### src/rtl/aud_rx_pkg.sv
package aud_rx_pkg;

  localparam int RAW_BITS = 32;
  localparam int OUT_BITS = 24;

  typedef enum logic [1:0] {
    FMT_RJ  = 2'b00,
    FMT_LJ  = 2'b01,
    FMT_I2S = 2'b10,
    FMT_DSP = 2'b11
  } fmt_e;

  typedef enum logic [1:0] {
    WL_16 = 2'b00,
    WL_20 = 2'b01,
    WL_24 = 2'b10,
    WL_32 = 2'b11
  } wlen_e;

  typedef struct packed {
    fmt_e  fmt;
    wlen_e wl;
    logic  lrp;
    logic  bcp;
  } rx_cfg_t;

  localparam rx_cfg_t CFG_RESET = '{fmt: FMT_I2S, wl: WL_24, lrp: 1'b0, bcp: 1'b0};

  // Number of bits taken from the wire; 32 is not allowed in right-justified framing.
  function automatic logic [5:0] word_bits(fmt_e f, wlen_e w);
    case (w)
      WL_16:   return 6'd16;
      WL_20:   return 6'd20;
      WL_24:   return 6'd24;
      default: return (f == FMT_RJ) ? 6'd24 : 6'd32;
    endcase
  endfunction

  // Push the last n received bits to the top, then keep the upper 24.
  function automatic logic [OUT_BITS-1:0] to_out(logic [RAW_BITS-1:0] raw, logic [5:0] n);
    logic [RAW_BITS-1:0] al;
    al = raw << (RAW_BITS - int'(n));
    return al[RAW_BITS-1 -: OUT_BITS];
  endfunction

endpackage

### src/rtl/aud_rx_sampler.sv
module aud_rx_sampler #(
  parameter int STAGES = 2
) (
  input  logic clk,
  input  logic rst_n,
  input  logic bclk,
  input  logic lrclk,
  input  logic sdata,
  input  logic edge_pol,
  output logic samp,
  output logic lr_s,
  output logic d_s
);
  logic [STAGES-1:0] b_q, l_q, d_q;
  logic b_last;
  logic b_now;

  always_ff @(posedge clk or negedge rst_n) begin
    if (!rst_n) begin
      b_q    <= '0;
      l_q    <= '0;
      d_q    <= '0;
      b_last <= 1'b0;
    end else begin
      b_q    <= {b_q[STAGES-2:0], bclk};
      l_q    <= {l_q[STAGES-2:0], lrclk};
      d_q    <= {d_q[STAGES-2:0], sdata};
      b_last <= b_q[STAGES-1];
    end
  end

  assign b_now = b_q[STAGES-1];
  assign lr_s  = l_q[STAGES-1];
  assign d_s   = d_q[STAGES-1];
  assign samp  = edge_pol ? (b_last & ~b_now) : (~b_last & b_now);

endmodule

### src/rtl/aud_rx_framer.sv
module aud_rx_framer
  import aud_rx_pkg::*;
#(
  parameter int CNT_W = 7
) (
  input  logic       clk,
  input  logic       rst_n,
  input  logic       samp,
  input  logic       lr_s,
  input  rx_cfg_t    cfg_in,
  output rx_cfg_t    act,
  output logic [5:0] nbits,
  output logic       boundary,
  output logic       cap_en,
  output logic       cap_right,
  output logic       cap_old
);
  localparam logic [CNT_W-1:0] ONE  = CNT_W'(1);
  localparam logic [CNT_W-1:0] TOP  = {CNT_W{1'b1}};

  logic             lr_prev;
  logic [CNT_W-1:0] cnt_q, idx;
  logic [CNT_W-1:0] n_c, off_c;
  logic             is_dsp, left_lvl;

  assign is_dsp   = (act.fmt == FMT_DSP);
  assign nbits    = word_bits(act.fmt, act.wl);
  assign n_c      = CNT_W'(nbits);
  assign off_c    = ((act.fmt == FMT_I2S) || (is_dsp && !act.lrp)) ? ONE : '0;
  assign left_lvl = (act.fmt == FMT_I2S) ? act.lrp : ~act.lrp;
  assign boundary = samp && (is_dsp ? (lr_s & ~lr_prev) : (lr_s ^ lr_prev));
  assign idx      = boundary ? '0 : ((cnt_q == TOP) ? cnt_q : cnt_q + ONE);

  always_comb begin
    cap_en    = 1'b0;
    cap_right = 1'b0;
    cap_old   = 1'b0;
    if (samp) begin
      case (act.fmt)
        FMT_RJ: begin
          if (boundary) begin
            cap_en    = 1'b1;
            cap_old   = 1'b1;
            cap_right = (lr_prev != left_lvl);
          end
        end
        FMT_LJ: begin
          if (!boundary && idx == n_c - ONE) begin
            cap_en    = 1'b1;
            cap_right = (lr_s != left_lvl);
          end
        end
        FMT_I2S: begin
          if (boundary && cnt_q == n_c - ONE) begin
            cap_en    = 1'b1;
            cap_right = (lr_prev != left_lvl);
          end else if (!boundary && idx == n_c) begin
            cap_en    = 1'b1;
            cap_right = (lr_s != left_lvl);
          end
        end
        default: begin
          if (idx == off_c + n_c - ONE) begin
            cap_en = 1'b1;
          end else if (idx == off_c + n_c + n_c - ONE) begin
            cap_en    = 1'b1;
            cap_right = 1'b1;
          end
        end
      endcase
    end
  end

  always_ff @(posedge clk or negedge rst_n) begin
    if (!rst_n) begin
      lr_prev <= 1'b0;
      cnt_q   <= '0;
      act     <= CFG_RESET;
    end else if (samp) begin
      lr_prev <= lr_s;
      cnt_q   <= idx;
      if (boundary) act <= cfg_in;
    end
  end

  AST_CFG_HOLD: assert property (@(posedge clk) disable iff (!rst_n)
    !boundary |=> $stable(act));
  AST_CNT_RESTART: assert property (@(posedge clk) disable iff (!rst_n)
    boundary |=> (cnt_q == '0));

endmodule

### src/rtl/aud_rx_shifter.sv
module aud_rx_shifter
  import aud_rx_pkg::*;
(
  input  logic                clk,
  input  logic                rst_n,
  input  logic                samp,
  input  logic                d_s,
  input  logic                use_old,
  input  logic [5:0]          nbits,
  output logic [OUT_BITS-1:0] word
);
  logic [RAW_BITS-1:0] sh_q, sh_nxt;

  assign sh_nxt = {sh_q[RAW_BITS-2:0], d_s};

  always_ff @(posedge clk or negedge rst_n) begin
    if (!rst_n)    sh_q <= '0;
    else if (samp) sh_q <= sh_nxt;
  end

  assign word = to_out(use_old ? sh_q : sh_nxt, nbits);

endmodule

### src/rtl/aud_serial_rx.sv
module aud_serial_rx
  import aud_rx_pkg::*;
#(
  parameter int SYNC_STAGES = 2,
  parameter int CNT_W       = 7
) (
  input  logic        clk,
  input  logic        rst_n,
  input  logic        bclk,
  input  logic        lrclk,
  input  logic        sdata,
  input  logic [1:0]  cfg_fmt,
  input  logic [1:0]  cfg_wlen,
  input  logic        cfg_lrpol,
  input  logic        cfg_bcpol,
  output logic [23:0] left_sample,
  output logic [23:0] right_sample,
  output logic        pair_valid
);
  rx_cfg_t             cfg_in, act;
  logic                samp, lr_s, d_s;
  logic [5:0]          nbits;
  logic                boundary, cap_en, cap_right, cap_old;
  logic [OUT_BITS-1:0] word, left_hold;

  assign cfg_in = '{fmt: fmt_e'(cfg_fmt), wl: wlen_e'(cfg_wlen), lrp: cfg_lrpol, bcp: cfg_bcpol};

  aud_rx_sampler #(.STAGES(SYNC_STAGES)) u_samp (
    .clk(clk), .rst_n(rst_n), .bclk(bclk), .lrclk(lrclk), .sdata(sdata),
    .edge_pol(act.bcp), .samp(samp), .lr_s(lr_s), .d_s(d_s)
  );

  aud_rx_framer #(.CNT_W(CNT_W)) u_frm (
    .clk(clk), .rst_n(rst_n), .samp(samp), .lr_s(lr_s), .cfg_in(cfg_in),
    .act(act), .nbits(nbits), .boundary(boundary), .cap_en(cap_en),
    .cap_right(cap_right), .cap_old(cap_old)
  );

  aud_rx_shifter u_shf (
    .clk(clk), .rst_n(rst_n), .samp(samp), .d_s(d_s),
    .use_old(cap_old), .nbits(nbits), .word(word)
  );

  always_ff @(posedge clk or negedge rst_n) begin
    if (!rst_n) begin
      left_hold    <= '0;
      left_sample  <= '0;
      right_sample <= '0;
      pair_valid   <= 1'b0;
    end else begin
      pair_valid <= 1'b0;
      if (cap_en) begin
        if (!cap_right) begin
          left_hold <= word;
        end else begin
          left_sample  <= left_hold;
          right_sample <= word;
          pair_valid   <= 1'b1;
        end
      end
    end
  end

  AST_VALID_PULSE: assert property (@(posedge clk) disable iff (!rst_n)
    pair_valid |=> !pair_valid);
  AST_PAIR_AFTER_RIGHT: assert property (@(posedge clk) disable iff (!rst_n)
    pair_valid |-> $past(cap_en && cap_right));
  AST_PAD_ZERO: assert property (@(posedge clk) disable iff (!rst_n)
    cap_en |-> ((nbits != 6'd16 || word[7:0] == 8'h00) &&
                (nbits != 6'd20 || word[3:0] == 4'h0)));

endmodule

### config.mk
export PLATFORM = sky130hd
export DESIGN_NAME = aud_serial_rx
export DESIGN_NICKNAME = d
export VERILOG_FILES = /design/src/rtl/aud_rx_pkg.sv /design/src/rtl/aud_rx_sampler.sv /design/src/rtl/aud_rx_framer.sv /design/src/rtl/aud_rx_shifter.sv /design/src/rtl/aud_serial_rx.sv
export SDC_FILE = /design/constraint.sdc
export NUM_CORES = 1
export LEC_CHECK = 0
export BUFFER_PORTS_ARGS = -buffer_cell sky130_fd_sc_hd__buf_4
export CAP_MARGIN = 20
export CORE_ASPECT_RATIO = 2
export CORE_MARGIN = 3
export CORE_UTILIZATION = 65
export CTS_CLUSTER_SIZE = 16
export DETAILED_ROUTE_END_ITERATION = 10
export PLACE_DENSITY_LB_ADDON = 0.15
export SLEW_MARGIN = 25
export SYNTH_ARGS = -nofsm -noshare
export SYNTH_HDL_FRONTEND = slang
export SYNTH_SLANG_ARGS = --single-unit
### constraint.sdc
create_clock -name clk -period 5.4 [get_ports clk]
set_input_delay 1.08 -clock clk [delete_from_list [all_inputs] [get_ports clk]]
set_output_delay 1.08 -clock clk [all_outputs]
set_load 0.02 [all_outputs]
# After elaboration in Yosys (flattened, before gate mapping)
# Index checks and enable logic that the tools add are counted.
word_totals:
  reg_bits: 126
  inputBits: 11
  output_inout_bits: 49
op_classes:
  add_sub_neg: 7
  eq_ne: 13
  n_shift: 1
  muxes: 28
  n_bitwise: 9
  n_reduce_logical: 13
op_table:
  columns: ["operator", "count"]
  rows:
  - ["$mux W32", 1]
  - ["$shl A32 B32 Y32", 1]
  - ["$eq A7 B7 Y1", 4]
  - ["$mux W1", 21]
  - ["$pmux W6 S3", 1]
  - ["$add A7 B6 Y7", 2]
  - ["$mux W7", 2]
  - ["$sub A7 B1 Y7 const B", 2]
  - ["$add A7 B1 Y7 const B", 1]
  - ["$eq A7 B6 Y1", 1]
  - ["$eq A7 B7 Y1 const B", 1]
  - ["$sub A6 B1 Y7 const B", 1]
  - ["$sub A6 B6 Y7 const A", 1]
  - ["$eq A2 B2 Y1 const B", 3]
  - ["$mux W6", 1]
  - ["$pmux W1 S3", 2]
  - ["$reduce_and A2 Y1", 3]
  - ["$logic_and A1 B1 Y1", 5]
  - ["$not A1 Y1", 5]
  - ["$eq A2 B1 Y1 const B", 2]
  - ["$logic_not A2 Y1", 2]
  - ["$and A1 B1 Y1", 3]
  - ["$logic_not A1 Y1", 2]
  - ["$ne A1 B1 Y1", 2]
  - ["2 further kinds", 2]

# Depth between registers and ports, before layout
logic_depth:
  depth_word: 14
  ltp_mapped: 16
  depth_no_buf: 12

# Hierarchy
# From an unflattened synthesis, not the netlist that was laid out.
unflattened:
  cells_unflattened: 740
  area_unflattened_um2: 7990.2
modules_own_cells:
  columns: ["module", "n_inst", "cells_each", "area_per_inst_um2"]
  rows:
  - ["aud_rx_shifter", 1, 377, 3389.5]
  - ["aud_serial_rx", 1, 156, 2831.5]
  - ["aud_rx_framer", 1, 197, 1571.5]
  - ["aud_rx_sampler", 1, 10, 197.7]

# Least setup slack after synthesis
# No wires, ideal clock.
synth_path:
  path_type: "register to register"
  startpoint: "register u_frm.act[2] (netlist name)"
  endpoint: "register left_sample[15]"
  setup_time_ns: 0.127
  t_arrival_ns: 3.431
  path_slack_ns: 1.841
  path_stages_with_launch: 17
  path_buffers: 4
  period_less_slack_ns: 3.559
  path_cell_list: "dfrtp_1 buf_2 inv_1 nor2_1 clkinv_1 buf_1 ha_1 xnor2_1 nor4b_1 o2111ai_1 o221a_2 o31ai_1 o32a_1 a21boi_2 buf_4 buf_6 mux2_1"
synth_between:
  elab_chain_len: 11
  word_cells_on_any_way: 31
  cone_classes: "add/sub (5); eq/ne (7); mux (14); reduce/logical (5)"
synth_rtl:
  columns: ["item", "line", "text"]
  rows:
  - ["$eq A2 B2 Y1 (tied with other cells)", "aud_rx_pkg.sv:31", "case (w)"]
  - ["$pmux W6 S3 (*)", "aud_rx_pkg.sv:31", null]
  - ["$add A7 B6 Y7", "aud_rx_framer.sv:63, aud_rx_framer.sv:65", null]
  - ["$add A7 B6 Y7", "aud_rx_framer.sv:65", "end else if (idx == off_c + n_c + n_c - ONE) begin"]
  - ["$sub A7 B1 Y7", "aud_rx_framer.sv:65", null]
  - ["$eq A7 B7 Y1", "aud_rx_framer.sv:65", null]
  - ["$mux W1", "aud_rx_framer.sv:65", null]
  - ["$mux W1", "aud_rx_framer.sv:63", "if (idx == off_c + n_c - ONE) begin"]
  - ["$pmux W1 S3", "aud_rx_framer.sv:39", "case (act.fmt)"]
  - ["$mux W1", "aud_rx_framer.sv:38", "if (samp) begin"]
  - ["$reduce_and A2 Y1 (no line) (*)", null, null]
  - ["end signal, assigned", "aud_serial_rx.sv:56", "left_sample <= left_hold;"]
  - ["end, declared", "aud_serial_rx.sv:16", "output logic [23:0] left_sample,"]
# Mark *: on every way between the ends. The rest lies on a longest branch, timed or not.
# A chain may end at the register's enable or synchronous reset.

# Final worst setup path
layout_path:
  startpoint: "register u_frm.act[3] (netlist name)"
  endpoint: "register left_sample[7]"
layout_between:
  elab_chain_len: 11
  word_cells_on_any_way: 31
  cone_classes: "add/sub (5); eq/ne (7); mux (14); reduce/logical (5)"
layout_rtl:
  columns: ["item", "line"]
  rows:
  - ["$eq A2 B2 Y1 (tied with other cells)", "aud_rx_pkg.sv:31"]
  - ["$pmux W6 S3 (*)", "aud_rx_pkg.sv:31"]
  - ["$add A7 B6 Y7", "aud_rx_framer.sv:63, aud_rx_framer.sv:65"]
  - ["$add A7 B6 Y7", "aud_rx_framer.sv:65"]
  - ["$sub A7 B1 Y7", "aud_rx_framer.sv:65"]
  - ["$eq A7 B7 Y1", "aud_rx_framer.sv:65"]
  - ["$mux W1", "aud_rx_framer.sv:65"]
  - ["$mux W1", "aud_rx_framer.sv:63"]
  - ["$pmux W1 S3", "aud_rx_framer.sv:39"]
  - ["$mux W1", "aud_rx_framer.sv:38"]
  - ["$reduce_and A2 Y1 (no line) (*)", null]
# Marked as above.

==> impl_metrics.yaml <==
status:
  outcome: "completed"
global_routing:
  grt_pass1_vias: 5446
  antenna_found_initial: 0
  overflow: 0
  grt_max_degree: 73
  grt_usage_pct: 33.1
  grt_pass1_wl_um: 29300
detailed_routing:
  ant_nets: 0
  drt_iter0_drc: 313
  first_pass_iters: 5
  wl_per_cell_um: 23.3
  routed_wirelength_um: 18400
  viasPerCell: 6.45
  drc: 0
  vias: 5092
finish:
  fillers: 680
  drive_gt1_share_pct: 34.6
  fin_nets: 658
  syn_to_final_growth_pct: 16.4
  antennaDiodeCount: 0
  final_area_mm2: 0.00790
clock_tree:
  cts_setup_buffers: 0
  htreeDepth: 4
  cts_resized: 0
  cts_tree: "yes"
  cts-root-buf: "clkbuf_16"
  cts_inserted_buffers: 17
  clkSinkCount: 126
  path_clk_slew_ns: 0.06
  ctsHoldBuffers: 0
  clock_latency_ns: 0.42
  cts_buffer_depth: 2
timing:
  skew_ns: 0.00884
  setup_viol: 0
  drv_slew: 0
  worst_slew_pin_slew_ns: 0.866
  post-route-period-util_pct: 73.1
  finalHoldViolCount: 0
  period_minus_slack_ns: 3.95
  clock.fmax_mhz: 253
  relSlewSlack_pct: 42.3
  rsz0062_at_grt: "no"
  setup_tns_ns: 0
placement:
  port_buffers: 59
  placed_area_mm2: 0.00727
  gp_congestion: 1.05
  hpwl_um: 13300
worst_setup_path:
  critPathTopFamily: "buffers and inverters"
  crit_path_end_kind: "register"
  path_class: "reg2reg"
  cp.arrival_ns: 4.25
  max_stage_delay_ns: 0.86
  startpoint_type: "register"
  crit_slowest_cell: "dfstp_2"
  worstPathRequired_ns: 5.70
  path_buf_inv: 3
  worstPathCellList: "nor2_1 -> clkinv_1 -> buf_4 -> ha_1 -> a21boi_1 -> xnor2_1 -> nor2_1 -> nor4b_1 -> o2111ai_1 -> a21boi_4 -> buf_4 -> mux2_2"
  worstPathMaxFanout: 49
floorplan:
  start_util_pct: 66.9
  die_area_mm2: 0.0118
  num_io_pins: 60
  die_h_um: 151
  core_area_mm2: 0.0101
  rows: 52
  die_w_um: 78.3
power:
  clkPwrFrac_pct: 23.7
  p_comb_share_pct: 47.3
  total_leakage_power_uw: 0.00373
  swShare_pct: 41.8
  p_per_area_mw_per_mm2: 659
  peakVddDrop_mv: 0.437
  p_sw_uw: 2180
  seq_power_share_pct: 29.0
  intPower_uw: 3030
logic_synthesis:
  avgSynthCellArea_um2: 11.5
  synth_ff_type: "dfrtp_1"
  synth_top_cell_by_area: "dfrtp_1"
  ys_seq_elements: 126
  ys_types: 80
  yosys-top-cells-area: "dfrtp_1, mux2_2, mux2i_1"
  synth_fp_nets: 609
  synth_area_mm2: 0.00679
  syn_inst: 593
  synth_top_area_share_pct: 45.7
  yosys_warnings: 0
  synth_edf_count: 0
  synth.yosys.seq_area_share_pct: 46.5
  synthArstFlopShare_pct: 100
hold_path:
  hold_class: "reg2reg"
run:
  drv_cap: 0
Yosys cell counts (all sizes together), types with 2 or more instances:
cell type,number
a32oi,2
o2111ai,2
nand3b,2
o21ai,26
nor3,2
o22ai,9
or2,3
and3,3
dfstp,2
inv,8
or3,2
dfrtp,124
o21bai,2
buf,25
mux2i,45
nor4,2
ha,5
a21o,3
a21oi,18
a211oi,2
and2,4
a211o,3
o211ai,7
mux2,108
a22o,5
clkbuf,17
nand2,52
nor2,41
o21a,2
xor2,6
xnor2,6
a21boi,5
nor4b,3
nor2b,2
a31oi,7
nand3,7
a22oi,6
nand4,5
metrics by stage:
stage	worst slack, ns	util, %	hold WS (ns)	std cells	power (uW)
floorplan	1.84	-	0.331	593	3130
global placement	1.58	71.6	0.332	758	3860
detailed placement	1.51	71.6	0.337	758	3920
CTS	1.49	77.9	0.355	789	5180
global route	1.15	77.9	0.359	789	5460
finish	1.45	77.9	0.353	789	5210
layout make-up:
class | instances | area, um^2 | area share [%]
timing repair buffer | 72 | 541 | 6.84
multi-input combinational | 416 | 3370 | 42.6
inverter | 9 | 33.8 | 0.427
clock buffer | 19 | 453 | 5.73
tap | 135 | 169 | 2.14
sequential | 126 | 3160 | 39.9
clock inverter | 12 | 184 | 2.33
routing by layer:
| layer | routed length [um] | vias to the layer above | track usage, % |
|---|---|---|---|
| li1 | - | 2251 | - |
| met1 | 6450 | 2560 | 34.3 |
| met2 | 10000 | 198 | 60.3 |
| met3 | 673 | 83 | 5.27 |
| met4 | 1240 | 0 | 21.9 |
| met5 | 0 | - | 0 |
cells in the final DEF (no fill, tap or decap), types with 3 or more instances in the layout:
master	n
xnor2_1	6
nand3_1	7
nand4_1	5
or2_2	3
mux2_2	81
mux2_1	8
dfrtp_1	124
a22oi_1	6
clkinv_4	3
nand2_1	51
o22ai_1	9
o21ai_0	24
a31oi_1	5
mux2_4	19
clkbuf_16	17
a21oi_1	18
nor2_1	40
buf_4	72
o211ai_1	6
xor2_1	6
bufinv_16	4
a211o_1	3
a22o_1	5
ha_1	5
mux2i_1	45
inv_1	7
cells by family (layout without fill, tap and decap cells):
| logic type | Yosys count | count (layout) | synth area share (%) |
|---|---|---|---|
| AO/OA/AOI/OAI | 114 | 114 | 12.2 |
| AND/OR/NAND/NOR | 132 | 132 | 9.25 |
| flip-flops | 126 | 126 | 46.5 |
| adder cells (fa/ha/maj) | 5 | 5 | 0.921 |
| buffers and inverters | 51 | 112 | 4.05 |
| XOR/XNOR | 12 | 12 | 1.55 |
| multiplexers | 153 | 153 | 25.6 |
sequential cells by signal, indices dropped and copies added (netlist names):
| name | cells |
|---|---|
| left_hold | 24 |
| left_sample | 24 |
| pair_valid | 1 |
| right_sample | 24 |
| u_frm.act | 6 |
| u_frm.cnt_q | 7 |
| u_frm.lr_prev | 1 |
| u_samp.b_last | 1 |
| u_samp.b_q | 2 |
| u_samp.d_q | 2 |
| u_samp.l_q | 2 |
| u_shf.sh_q | 32 |
power groups by stage:
| stage | logic (uW) | clock network (uW) | registers [uW] |
|---|---|---|---|
| 6_report | 2460 | 1240 | 1510 |
| 5_1_grt | 2630 | 1290 | 1550 |
| 4_1_cts | 2430 | 1240 | 1510 |
| 3_5_place_dp | 2410 | 0 | 1510 |
| 3_3_place_gp | 2370 | 0 | 1490 |
| 2_1_floorplan | 1580 | 0 | 1550 |
worst paths after layout:
kind | cells past startpoint | slack (ns) | to | from
hold / removal | 0 | 0.35 | u_samp.b_q[1] | u_samp.b_q[0]
hold reg to reg | 0 | 0.35 | u_samp.b_q[1] | u_samp.b_q[0]
max in group asynchronous | 2 | 3.96 | right_sample[14] | rst_n
min in group asynchronous | 2 | 0.78 | u_frm.cnt_q[0] | rst_n
setup reg to reg | 12 | 1.45 | left_sample[7] | u_frm.act[3]
setup / recovery | 12 | 1.45 | left_sample[7] | u_frm.act[3]
Power figures use the tool's default switching activity.
